### src/rtl/flag_cond_pkg.sv
package flag_cond_pkg;
  localparam int NUM_FLAGS = 3;

  typedef enum logic [1:0] {
    FL_C    = 2'd0,
    FL_Z    = 2'd1,
    FL_N    = 2'd2,
    FL_NONE = 2'd3
  } flag_idx_e;

  typedef enum logic [2:0] {
    CS_C    = 3'd0,
    CS_Z    = 3'd1,
    CS_N    = 3'd2,
    CS_ONE  = 3'd3,
    CS_NC   = 3'd4,
    CS_NZ   = 3'd5,
    CS_NN   = 3'd6,
    CS_ZERO = 3'd7
  } cond_sel_e;

  // Condition evaluation from the three status flags.
  function automatic logic cond_eval(input logic [2:0] sel, input logic c,
                                     input logic z, input logic n);
    logic r;
    case (cond_sel_e'(sel))
      CS_C:    r = c;
      CS_Z:    r = z;
      CS_N:    r = n;
      CS_ONE:  r = 1'b1;
      CS_NC:   r = ~c;
      CS_NZ:   r = ~z;
      CS_NN:   r = ~n;
      default: r = 1'b0;
    endcase
    return r;
  endfunction
endpackage

### src/rtl/flag_bank.sv
module flag_bank
  import flag_cond_pkg::*;
#(
  parameter int DATA_W = 8
) (
  input  logic                 clk,
  input  logic                 rst,
  input  logic [NUM_FLAGS-1:0] upd,
  input  logic                 alu_cout,
  input  logic [DATA_W-1:0]    alu_res,
  input  logic                 wr_en,
  input  logic [1:0]           wr_sel,
  input  logic                 wr_val,
  output logic [NUM_FLAGS-1:0] flags
);
  localparam int SIGN_BIT = DATA_W - 1;

  function automatic logic is_zero(input logic [DATA_W-1:0] v);
    return (v == '0);
  endfunction

  logic [NUM_FLAGS-1:0] alu_bits;
  logic [NUM_FLAGS-1:0] hit;
  logic [NUM_FLAGS-1:0] flags_next;

  assign alu_bits[FL_C] = alu_cout;
  assign alu_bits[FL_Z] = is_zero(alu_res);
  assign alu_bits[FL_N] = alu_res[SIGN_BIT];

  for (genvar g = 0; g < NUM_FLAGS; g++) begin : g_flag
    assign hit[g] = wr_en && (wr_sel == 2'(g));
    assign flags_next[g] = hit[g] ? wr_val : (upd[g] ? alu_bits[g] : flags[g]);
  end

  always_ff @(posedge clk) begin
    if (rst) flags <= '0;
    else     flags <= flags_next;
  end


  c_hold_chk: assert property (@(posedge clk) disable iff (rst)
    (!upd[FL_C] && !hit[FL_C]) |=> $stable(flags[FL_C]));

  c_load_chk: assert property (@(posedge clk) disable iff (rst)
    (upd[FL_C] && !hit[FL_C]) |=> flags[FL_C] == $past(alu_cout));

  z_load_chk: assert property (@(posedge clk) disable iff (rst)
    (upd[FL_Z] && !hit[FL_Z]) |=> flags[FL_Z] == ($past(alu_res) == '0));

  n_load_chk: assert property (@(posedge clk) disable iff (rst)
    (upd[FL_N] && !hit[FL_N]) |=> flags[FL_N] == $past(alu_res[SIGN_BIT]));

  wr_win_chk: assert property (@(posedge clk) disable iff (rst)
    (wr_en && wr_sel == FL_Z) |=> flags[FL_Z] == $past(wr_val));

  none_sel_chk: assert property (@(posedge clk) disable iff (rst)
    (wr_en && wr_sel == FL_NONE && upd == '0) |=> $stable(flags));
endmodule

### src/rtl/cond_select.sv
module cond_select
  import flag_cond_pkg::*;
(
  input  logic [2:0]           sel,
  input  logic [NUM_FLAGS-1:0] flags,
  output logic                 cond_next
);
  assign cond_next = cond_eval(sel, flags[FL_C], flags[FL_Z], flags[FL_N]);


  always_comb begin
    if (sel == CS_ONE)  const_one_chk:  assert (cond_next == 1'b1);
    if (sel == CS_ZERO) const_zero_chk: assert (cond_next == 1'b0);
  end
endmodule

### src/rtl/cond_reg.sv
module cond_reg #(
  parameter bit EARLY_EVAL = 1'b1
) (
  input  logic       clk,
  input  logic       rst,
  input  logic [2:0] sel_in,
  input  logic       cwr_in,
  input  logic       cond_next,
  output logic [2:0] sel_eff,
  output logic       cwr_eff,
  output logic       cond_f
);
  if (EARLY_EVAL) begin : g_early
    assign sel_eff = sel_in;
    assign cwr_eff = cwr_in;
  end else begin : g_late
    logic [2:0] sel_q;
    logic       cwr_q;
    always_ff @(posedge clk) begin
      if (rst) begin
        sel_q <= '0;
        cwr_q <= 1'b0;
      end else begin
        sel_q <= sel_in;
        cwr_q <= cwr_in;
      end
    end
    assign sel_eff = sel_q;
    assign cwr_eff = cwr_q;


    stage_delay_chk: assert property (@(posedge clk) disable iff (rst)
      cwr_in |=> cwr_q);
  end

  always_ff @(posedge clk) begin
    if (rst)          cond_f <= 1'b0;
    else if (cwr_eff) cond_f <= cond_next;
  end


  cond_hold_chk: assert property (@(posedge clk) disable iff (rst)
    !cwr_eff |=> $stable(cond_f));

  cond_load_chk: assert property (@(posedge clk) disable iff (rst)
    cwr_eff |=> cond_f == $past(cond_next));
endmodule

### src/rtl/flag_cond_unit.sv
module flag_cond_unit
  import flag_cond_pkg::*;
#(
  parameter int DATA_W     = 8,
  parameter bit EARLY_EVAL = 1'b1
) (
  input  logic              clk,
  input  logic              rst,
  input  logic              upd_c,
  input  logic              upd_z,
  input  logic              upd_n,
  input  logic              alu_cout,
  input  logic [DATA_W-1:0] alu_res,
  input  logic [2:0]        rom_csel,
  input  logic              rom_cwr,
  input  logic              wr_en,
  input  logic [1:0]        wr_sel,
  input  logic              wr_val,
  input  logic [1:0]        rd_sel,
  output logic              flag_c,
  output logic              flag_z,
  output logic              flag_n,
  output logic              cond_f,
  output logic              rd_bit
);
  logic [NUM_FLAGS-1:0] flags;
  logic [2:0]           sel_eff;
  logic                 cwr_eff;
  logic                 cond_next;

  flag_bank #(.DATA_W(DATA_W)) u_bank (
    .clk      (clk),
    .rst      (rst),
    .upd      ({upd_n, upd_z, upd_c}),
    .alu_cout (alu_cout),
    .alu_res  (alu_res),
    .wr_en    (wr_en),
    .wr_sel   (wr_sel),
    .wr_val   (wr_val),
    .flags    (flags)
  );

  cond_select u_sel (
    .sel       (sel_eff),
    .flags     (flags),
    .cond_next (cond_next)
  );

  cond_reg #(.EARLY_EVAL(EARLY_EVAL)) u_creg (
    .clk       (clk),
    .rst       (rst),
    .sel_in    (rom_csel),
    .cwr_in    (rom_cwr),
    .cond_next (cond_next),
    .sel_eff   (sel_eff),
    .cwr_eff   (cwr_eff),
    .cond_f    (cond_f)
  );

  assign flag_c = flags[FL_C];
  assign flag_z = flags[FL_Z];
  assign flag_n = flags[FL_N];

  always_comb begin
    case (flag_idx_e'(rd_sel))
      FL_C:    rd_bit = flag_c;
      FL_Z:    rd_bit = flag_z;
      FL_N:    rd_bit = flag_n;
      default: rd_bit = cond_f;
    endcase
  end


  rd_cond_chk: assert property (@(posedge clk) disable iff (rst)
    (rd_sel == FL_NONE) |-> rd_bit == cond_f);

  reset_clear_chk: assert property (@(posedge clk)
    rst |=> (flags == '0 && !cond_f));
endmodule

### config.mk
export PLATFORM = sky130hd
export DESIGN_NAME = flag_cond_unit
export DESIGN_NICKNAME = d
export VERILOG_FILES = /design/src/rtl/flag_cond_pkg.sv /design/src/rtl/flag_bank.sv /design/src/rtl/cond_select.sv /design/src/rtl/cond_reg.sv /design/src/rtl/flag_cond_unit.sv
export SDC_FILE = /design/constraint.sdc
export NUM_CORES = 1
export LEC_CHECK = 0
export BUFFER_PORTS_ARGS = -buffer_cell sky130_fd_sc_hd__buf_2
export CAP_MARGIN = 20
export CORE_AREA = 2 2 39 41
export DETAILED_ROUTE_END_ITERATION = 16
export DIE_AREA = 0 0 41 43
export GPL_TIMING_DRIVEN = 0
export PLACE_DENSITY = 0.6
export SYNTH_ARGS = -nofsm -noshare
export SYNTH_HDL_FRONTEND = slang
export SYNTH_SLANG_ARGS = --single-unit
### constraint.sdc
create_clock -name clk -period 2.3 [get_ports clk]
set_clock_uncertainty 0.2 [all_clocks]
set_input_delay 0.345 -clock clk [delete_from_list [all_inputs] [get_ports clk]]
set_output_delay 0.345 -clock clk [all_outputs]
set_load 0.05 [all_outputs]
==> results_dict.tcl, run 1 <==
set metrics [dict create \
    outcome "finished clean" \
    wirelength_um 743 \
    grt_pass1_vias 307 \
    dp_cells 74 \
    dieArea_sq_um 1760 \
    yosysWarnings 0 \
    rsz0062_at_grt "no" \
    area_delta_synth_final_pct 64.6 \
    clock_latency_ns 0.24 \
    drtAntennaViolNets 0 \
    cp_max_fo 4 \
    core_sq_um 1380 \
    die_x_um 41 \
    min_period_ns 1.78 \
    htreeDepth 1 \
    clk_pin_slew_ns 0.04 \
    layoutNonFillerInstCount 77 \
    vias 343 \
    arrival_ns 1.23 \
    rows 14 \
    slew_violations 0 \
    synth_fa_ha_area_frac 0 \
    post-synth-top-count-cell "nor2_1" \
    synth_top_family_by_area "simple AND/OR/NAND/NOR gates" \
    drt_first_pass_iters 4 \
    ctsLongestPathBuffers 2 \
    synth_cell_type_count 16 \
    synth_area_leaders "dfxtp_1 28%, mux2_2 12%, mux4_2 8.0%" \
    cp_slowest_cell "mux4_2" \
    post-route-period-util 0.772 \
    grt_overflow 0 \
    crit_path_max_incr_delay_ns 0.45 \
    vias_per_cell 4.45 \
    synth_top_area_cell "dfxtp_1" \
    place_area_sq_um 443 \
    post_cts_resized 0 \
    syn-cell-area_sq_um 283 \
    holdWs_ns 0.145 \
    cts_hold_buf 0 \
    leakagePower_nw 0.230 \
    grt_pass1_wl_mm 1.06 \
    path_cells "mux4_2 > buf_2" \
    setup_viol 0 \
    routabilityCongestion 0.701 \
    final_layout_size_suffix_gt1_frac 0.574 \
    slew_headroom 0.844 \
    post-route-drc-count 0 \
    ir_drop_uv 205 \
    synth_xor_area_frac 0 \
    cts-root-buf "clkbuf_4" \
    top_layer "met3" \
    met1_length_um 300 \
    synth.top_cells.by_count "5 x nor2_1, 4 x dfxtp_1, 3 x mux2_2, 3 x nand3b_1" \
    ys_seq_elements 4 \
    die_h_um 43 \
    grt_max_degree 7 \
    yosys.area_share.simple 0.345 \
    clock-sinks 4 \
    maxCapViolCount 0 \
    wl_met3_um 42 \
    finish.instance_area_sq_um 465 \
    worst_setup_path_end_kind "output port" \
    cts_made_buffers 3 \
    path_class "flip-flop to output port" \
    synth_fp_nets 54 \
    fmax_mhz 563 \
    postSynthAreaPerCell_sq_um 9.43 \
    start_util 0.204 \
    synth_compound_area_frac 0.0885 \
    post-cts-setup-buffer-count 0 \
    track_usage 0.0916 \
    power_mw 0.241 \
    synth-main-ff-cell "dfxtp_1" \
    synth_top_area_share 0.283 \
    io_pins 29 \
    worst_pin_slew_ns 0.232 \
    tns_ns 0 \
    drtIter0Drc 1 \
    powerDensity_nw_per_um2 518 \
    insertedDiodeCount 0 \
    final_nets 87 \
    cts_tree "built" \
    setup.worst_path.start_class "flip-flop" \
    finalHoldViolCount 0 \
    min-delay-path-class "input port to flip-flop" \
    synthCells 30 \
    port_buffers 28 \
    ys_seq_area_frac 0.283 \
    wl_met2_um 400 \
    antenna_found_initial 0 \
    dp_hpwl_um 653 \
    async_flop_share 0 \
    synthMuxAreaShare 0.270 \
    post_drt_wl_per_cell_um 9.65 \
    cp_data_required_time_ns 1.75 \
    synth_edf_count 0 \
]
[where the power goes]
group	total [mW]	internal [mW]	switching (mW)
logic	0.0742	0.0328	0.0414
clock network	0.0886	0.0585	0.0301
registers	0.0783	0.0746	0.00370
total	0.241	0.166	0.0752
[flip-flops by register name, indices dropped and copies added (netlist names)]
register and cells:
u_bank.flags 3, u_creg.cond_f 1
[through the flow]
stage	setup WS, ns	utilization
after floorplan	0.592	-
after global placement	0.630	0.320
after detailed placement	0.622	0.320
after CTS	0.507	0.336
after global routing	0.486	0.336
final	0.524	0.336
[final timing paths]
check	slack, ns	start	cells after the start	end
worst max-delay path	0.52	u_bank.flags[2]	2	rd_bit
worst min-delay path	0.14	rst	2	u_bank.flags[0]
worst max register to register	0.80	u_bank.flags[2]	3	u_creg.cond_f
worst min register to register	0.32	u_bank.flags[1]	2	u_bank.flags[1]
[worst max-delay path: cells and delay by family, from the launching register on]
family	cells	cell delay, ns
multiplexers	1	0.45
flip-flops	1	0.32
buffers and inverters	1	0.22
[logic make-up after synthesis]
kind of cell           Yosys count
multiplexers                     6
AO/OA/AOI/OAI                    3
buffers and inverters            1
AND/OR/NAND/NOR                 16
flip-flops                       4
[layout make-up]
class	instances	area [sq um]
fill	164	918
multi-input combinational	25	199
timing repair buffer	28	140
sequential	4	80.1
clock buffer	3	22.5
inverter	1	3.75
tap	16	20.0
[routing by layer]
metal / track usage / vias to the layer above
met5: 0 / -
met4: 0.0800 / 0
met3: 0.0157 / 0
met2: 0.147 / 11
met1: 0.0942 / 151
li1: - / 181
[cell usage in the layout (no fill, tap or decap)]
| cell | count |
|---|---|
| inv_1 | 1 |
| nand4_1 | 1 |
| a311oi_1 | 1 |
| clkbuf_4 | 3 |
| nand3b_1 | 3 |
| nor4_1 | 1 |
| or3b_1 | 2 |
| nor2_1 | 5 |
| buf_2 | 28 |
| mux2_2 | 3 |
| mux2i_1 | 2 |
| o211ai_1 | 1 |
| nor3_1 | 1 |
| nand2b_1 | 1 |
| mux4_2 | 1 |
| dfxtp_1 | 4 |
| o32ai_1 | 1 |
| nor3b_1 | 2 |
(Power assumes the default switching activity.)
==> run 2: changes to the inputs <==
--- a/config.mk
+++ b/config.mk
@@ -5,13 +5,14 @@
 export SDC_FILE = /design/constraint.sdc
 export NUM_CORES = 1
 export LEC_CHECK = 0
+export ABC_AREA = 1
 export BUFFER_PORTS_ARGS = -buffer_cell sky130_fd_sc_hd__buf_2
 export CAP_MARGIN = 20
 export CORE_AREA = 2 2 39 41
 export DETAILED_ROUTE_END_ITERATION = 16
 export DIE_AREA = 0 0 41 43
 export GPL_TIMING_DRIVEN = 0
-export PLACE_DENSITY = 0.6
+export PLACE_DENSITY = 0.63
 export SYNTH_ARGS = -nofsm -noshare
 export SYNTH_HDL_FRONTEND = slang
 export SYNTH_SLANG_ARGS = --single-unit
==> constraint.sdc (replaced) <==
create_clock -name clk -period 1.5 [get_ports clk]
set_clock_uncertainty 0.2 [all_clocks]
set_input_delay 0.225 -clock clk [delete_from_list [all_inputs] [get_ports clk]]
set_output_delay 0.225 -clock clk [all_outputs]
set_load 0.05 [all_outputs]
==> run 2 against run 1 <==
Die area stayed put. Critical endpoint unchanged. Sequential cell count stayed put. Clock-buffer cell count stayed put. Sequential power is 56% higher. Highest routed layer is now met4. Critical path depth is 1 higher. First-iteration DRC count grew to 4.0 times the previous value. Setup slack worse by 0.51 ns. Via count is 26% higher. Global-route usage is 3.2 points higher. Sequential share of layout area is 0.42 points lower. Routed wire length is 22% higher.
==> results_dict.tcl, run 2 <==
set metrics [dict create \
    worst_pin_slew_ns 0.250 \
    rsz0062_at_grt "yes" \
    layout_setup_ws_ns 0.00968 \
    htreeDepth 1 \
    ys_seq_elements 4 \
    cts_tree "built" \
    cts-root-buf "clkbuf_4" \
    drtAntennaViolNets 0 \
    clock-sinks 4 \
    largest_reg_flops 3 \
    drt_first_pass_iters 4 \
    vias_per_cell 4.36 \
    slew_violations 0 \
    reg_top3 "u_bank.flags (3), u_creg.cond_f (1)" \
    start_util 0.213 \
    post-synth-top-count-cell "nor2_1" \
    synth_top_area_share 0.271 \
    synth_cell_type_count 15 \
    io_pins 29 \
    cp_num_buf_inv 1 \
    setup_viol 0 \
    synthCells 50 \
    grt_use_met3 0.0366 \
    syn-cell-area_sq_um 295 \
    path_cells "nor2_2 > o32ai_4 > buf_6" \
    ctsLongestPathBuffers 2 \
    routabilityCongestion 0.688 \
    setup.worst_path.start_class "flip-flop" \
    rows 14 \
    path_class "flip-flop to output port" \
    cp_slowest_cell "dfxtp_4" \
    outcome "finished clean" \
    layout_commonest_cell "buf_2" \
    cts_made_buffers 3 \
    synth_fp_nets 74 \
    synth_area_leaders "dfxtp_1 27%, nor2_1 14%, inv_1 13%" \
    min_period_ns 1.49 \
    synth_edf_count 0 \
    grt_max_degree 5 \
    final_cell_mix "27 x buf_2, 10 x inv_1, 10 x nor2_1, 7 x nand2_1, 4 x nand3_1" \
    leakagePower_nw 0.306 \
    antenna_found_initial 0 \
    met2_usage 0.175 \
    synth.top_cells.by_count "11 x nor2_1, 10 x inv_1, 7 x nand2_1" \
    grt_overflow 0 \
    post-route-drc-count 0 \
    die_h_um 43 \
    finalHoldViolCount 0 \
    post-route-period-util 0.994 \
    area_delta_synth_final_pct 81.8 \
    port_buffers 28 \
    drtIter0Drc 4 \
    maxCapViolCount 0 \
    core_sq_um 1380 \
    met1_usage 0.135 \
    synth_top_area_cell "dfxtp_1" \
    ys_seq_area_frac 0.271 \
    cp_max_fo 2 \
    tns_ns 0 \
    crit_path_max_incr_delay_ns 0.35 \
    grt-busiest-layer "met2" \
    synth-main-ff-cell "dfxtp_1" \
    final_nets 109 \
    post_drt_wl_per_cell_um 9.14 \
    min-delay-path-class "input port to flip-flop" \
    pre_cts_slack_ns 0.103 \
    clock_latency_ns 0.24 \
    slew_headroom 0.835 \
    async_flop_share 0 \
    insertedDiodeCount 0 \
    top_register "u_bank.flags" \
    ir_drop_uv 276 \
    yosysWarnings 0 \
    arrival_ns 1.07 \
    grt_pass1_vias 399 \
    postSynthAreaPerCell_sq_um 5.91 \
    n_fill_cell 158 \
    final_layout_size_suffix_gt1_frac 0.482 \
    track_usage 0.124 \
    powerDensity_nw_per_um2 743 \
    wirelength_um 905 \
    dp_hpwl_um 734 \
    cpLargestDelayFamily "flip-flops" \
    worst_setup_path_end_kind "output port" \
    fmax_mhz 671 \
    vias 432 \
    grt_pass1_wl_mm 1.44 \
    power_mw 0.399 \
    cp_data_required_time_ns 1.07 \
    die_x_um 41 \
    clk_pin_slew_ns 0.04 \
    dieArea_sq_um 1760 \
]
==> run 2: cell count changes in the layout (fill, tap and decap cells not counted), moves of 3 or more <==
cell,before,now
dfxtp_1,4,0
nand2_1,0,7
nand3_1,0,4
nand3b_1,3,0
o21ai_0,0,3
mux2_2,3,0
inv_1,1,10
nor2_1,5,10
==> run 2: layer usage <==
layer	part of all wire	vias to the layer above
met1	0.43	186
met4	0.017	0
met2	0.48	15
met5	0	-
met3	0.070	2
li1	-	229
==> run 2: kinds of logic after synthesis <==
| family | count (synthesis) | share of synthesized area |
|---|---|---|
| mux | 1 | 0.0339 |
| buf+inv | 10 | 0.127 |
| compound gates | 10 | 0.199 |
| flops | 4 | 0.271 |
| simple gates | 25 | 0.369 |
==> run 2: through the flow <==
| stage | std cells | area (sq um) | utilization | hold slack (ns) |
|---|---|---|---|---|
| after CTS | 99 | 533 | 0.385 | 0.0442 |
| after detailed placement | 94 | 487 | 0.352 | 0.208 |
| after global routing | 99 | 537 | 0.388 | 0.0546 |
| final | 99 | 537 | 0.388 | 0.0447 |
| after floorplan | 50 | 327 | - | 0.0960 |
| after global placement | 94 | 487 | 0.352 | 0.203 |
==> run 2: path summary, 6_finish.rpt <==
check,start,end,slack [ns],cells past startpoint
worst max-delay path,u_bank.flags[0],rd_bit,0.01,3
worst min-delay path,wr_val,u_bank.flags[0],0.04,3
worst max register to register,u_bank.flags[0],u_creg.cond_f,0.37,6
worst min register to register,u_creg.cond_f,u_creg.cond_f,0.36,2
==> run 2: cell type report <==
| cell class | count | area, sq um | area share |
|---|---|---|---|
| clock buffer | 3 | 22.5 | 0.0420 |
| multi-input combinational | 36 | 203 | 0.378 |
| inverter | 10 | 37.5 | 0.0699 |
| timing repair buffer | 30 | 164 | 0.305 |
| sequential | 4 | 90.1 | 0.168 |
| tap | 16 | 20.0 | 0.0373 |
==> run 2: worst register-to-register path, delay by kind of cell, from the launching register on <==
| kind | cells | cell delay [ns] |
|---|---|---|
| DFF | 1 | 0.34 |
| and+or+nand+nor | 4 | 0.25 |
| AOI/OAI and AO/OA | 1 | 0.11 |
| buffers and inverters | 1 | 0.14 |
==> run 2: where the power goes <==
| group | switching, mW | internal, mW | total (mW) |
|---|---|---|---|
| clock network | 0.0464 | 0.0897 | 0.136 |
| registers | 0.00750 | 0.114 | 0.122 |
| logic | 0.0824 | 0.0585 | 0.141 |
| total | 0.136 | 0.262 | 0.399 |
==> run 2: what timing repair did <==
item / CTS / global route
resized for setup: 3 / 1
endpoints found under the setup margin: 1 / 1
buffers inserted: 1 / 0
hold buffers: 1 / 0
endpoints found under the hold margin: 1 / 0
gates cloned: 0 / 0
pin swaps: 1 / 0
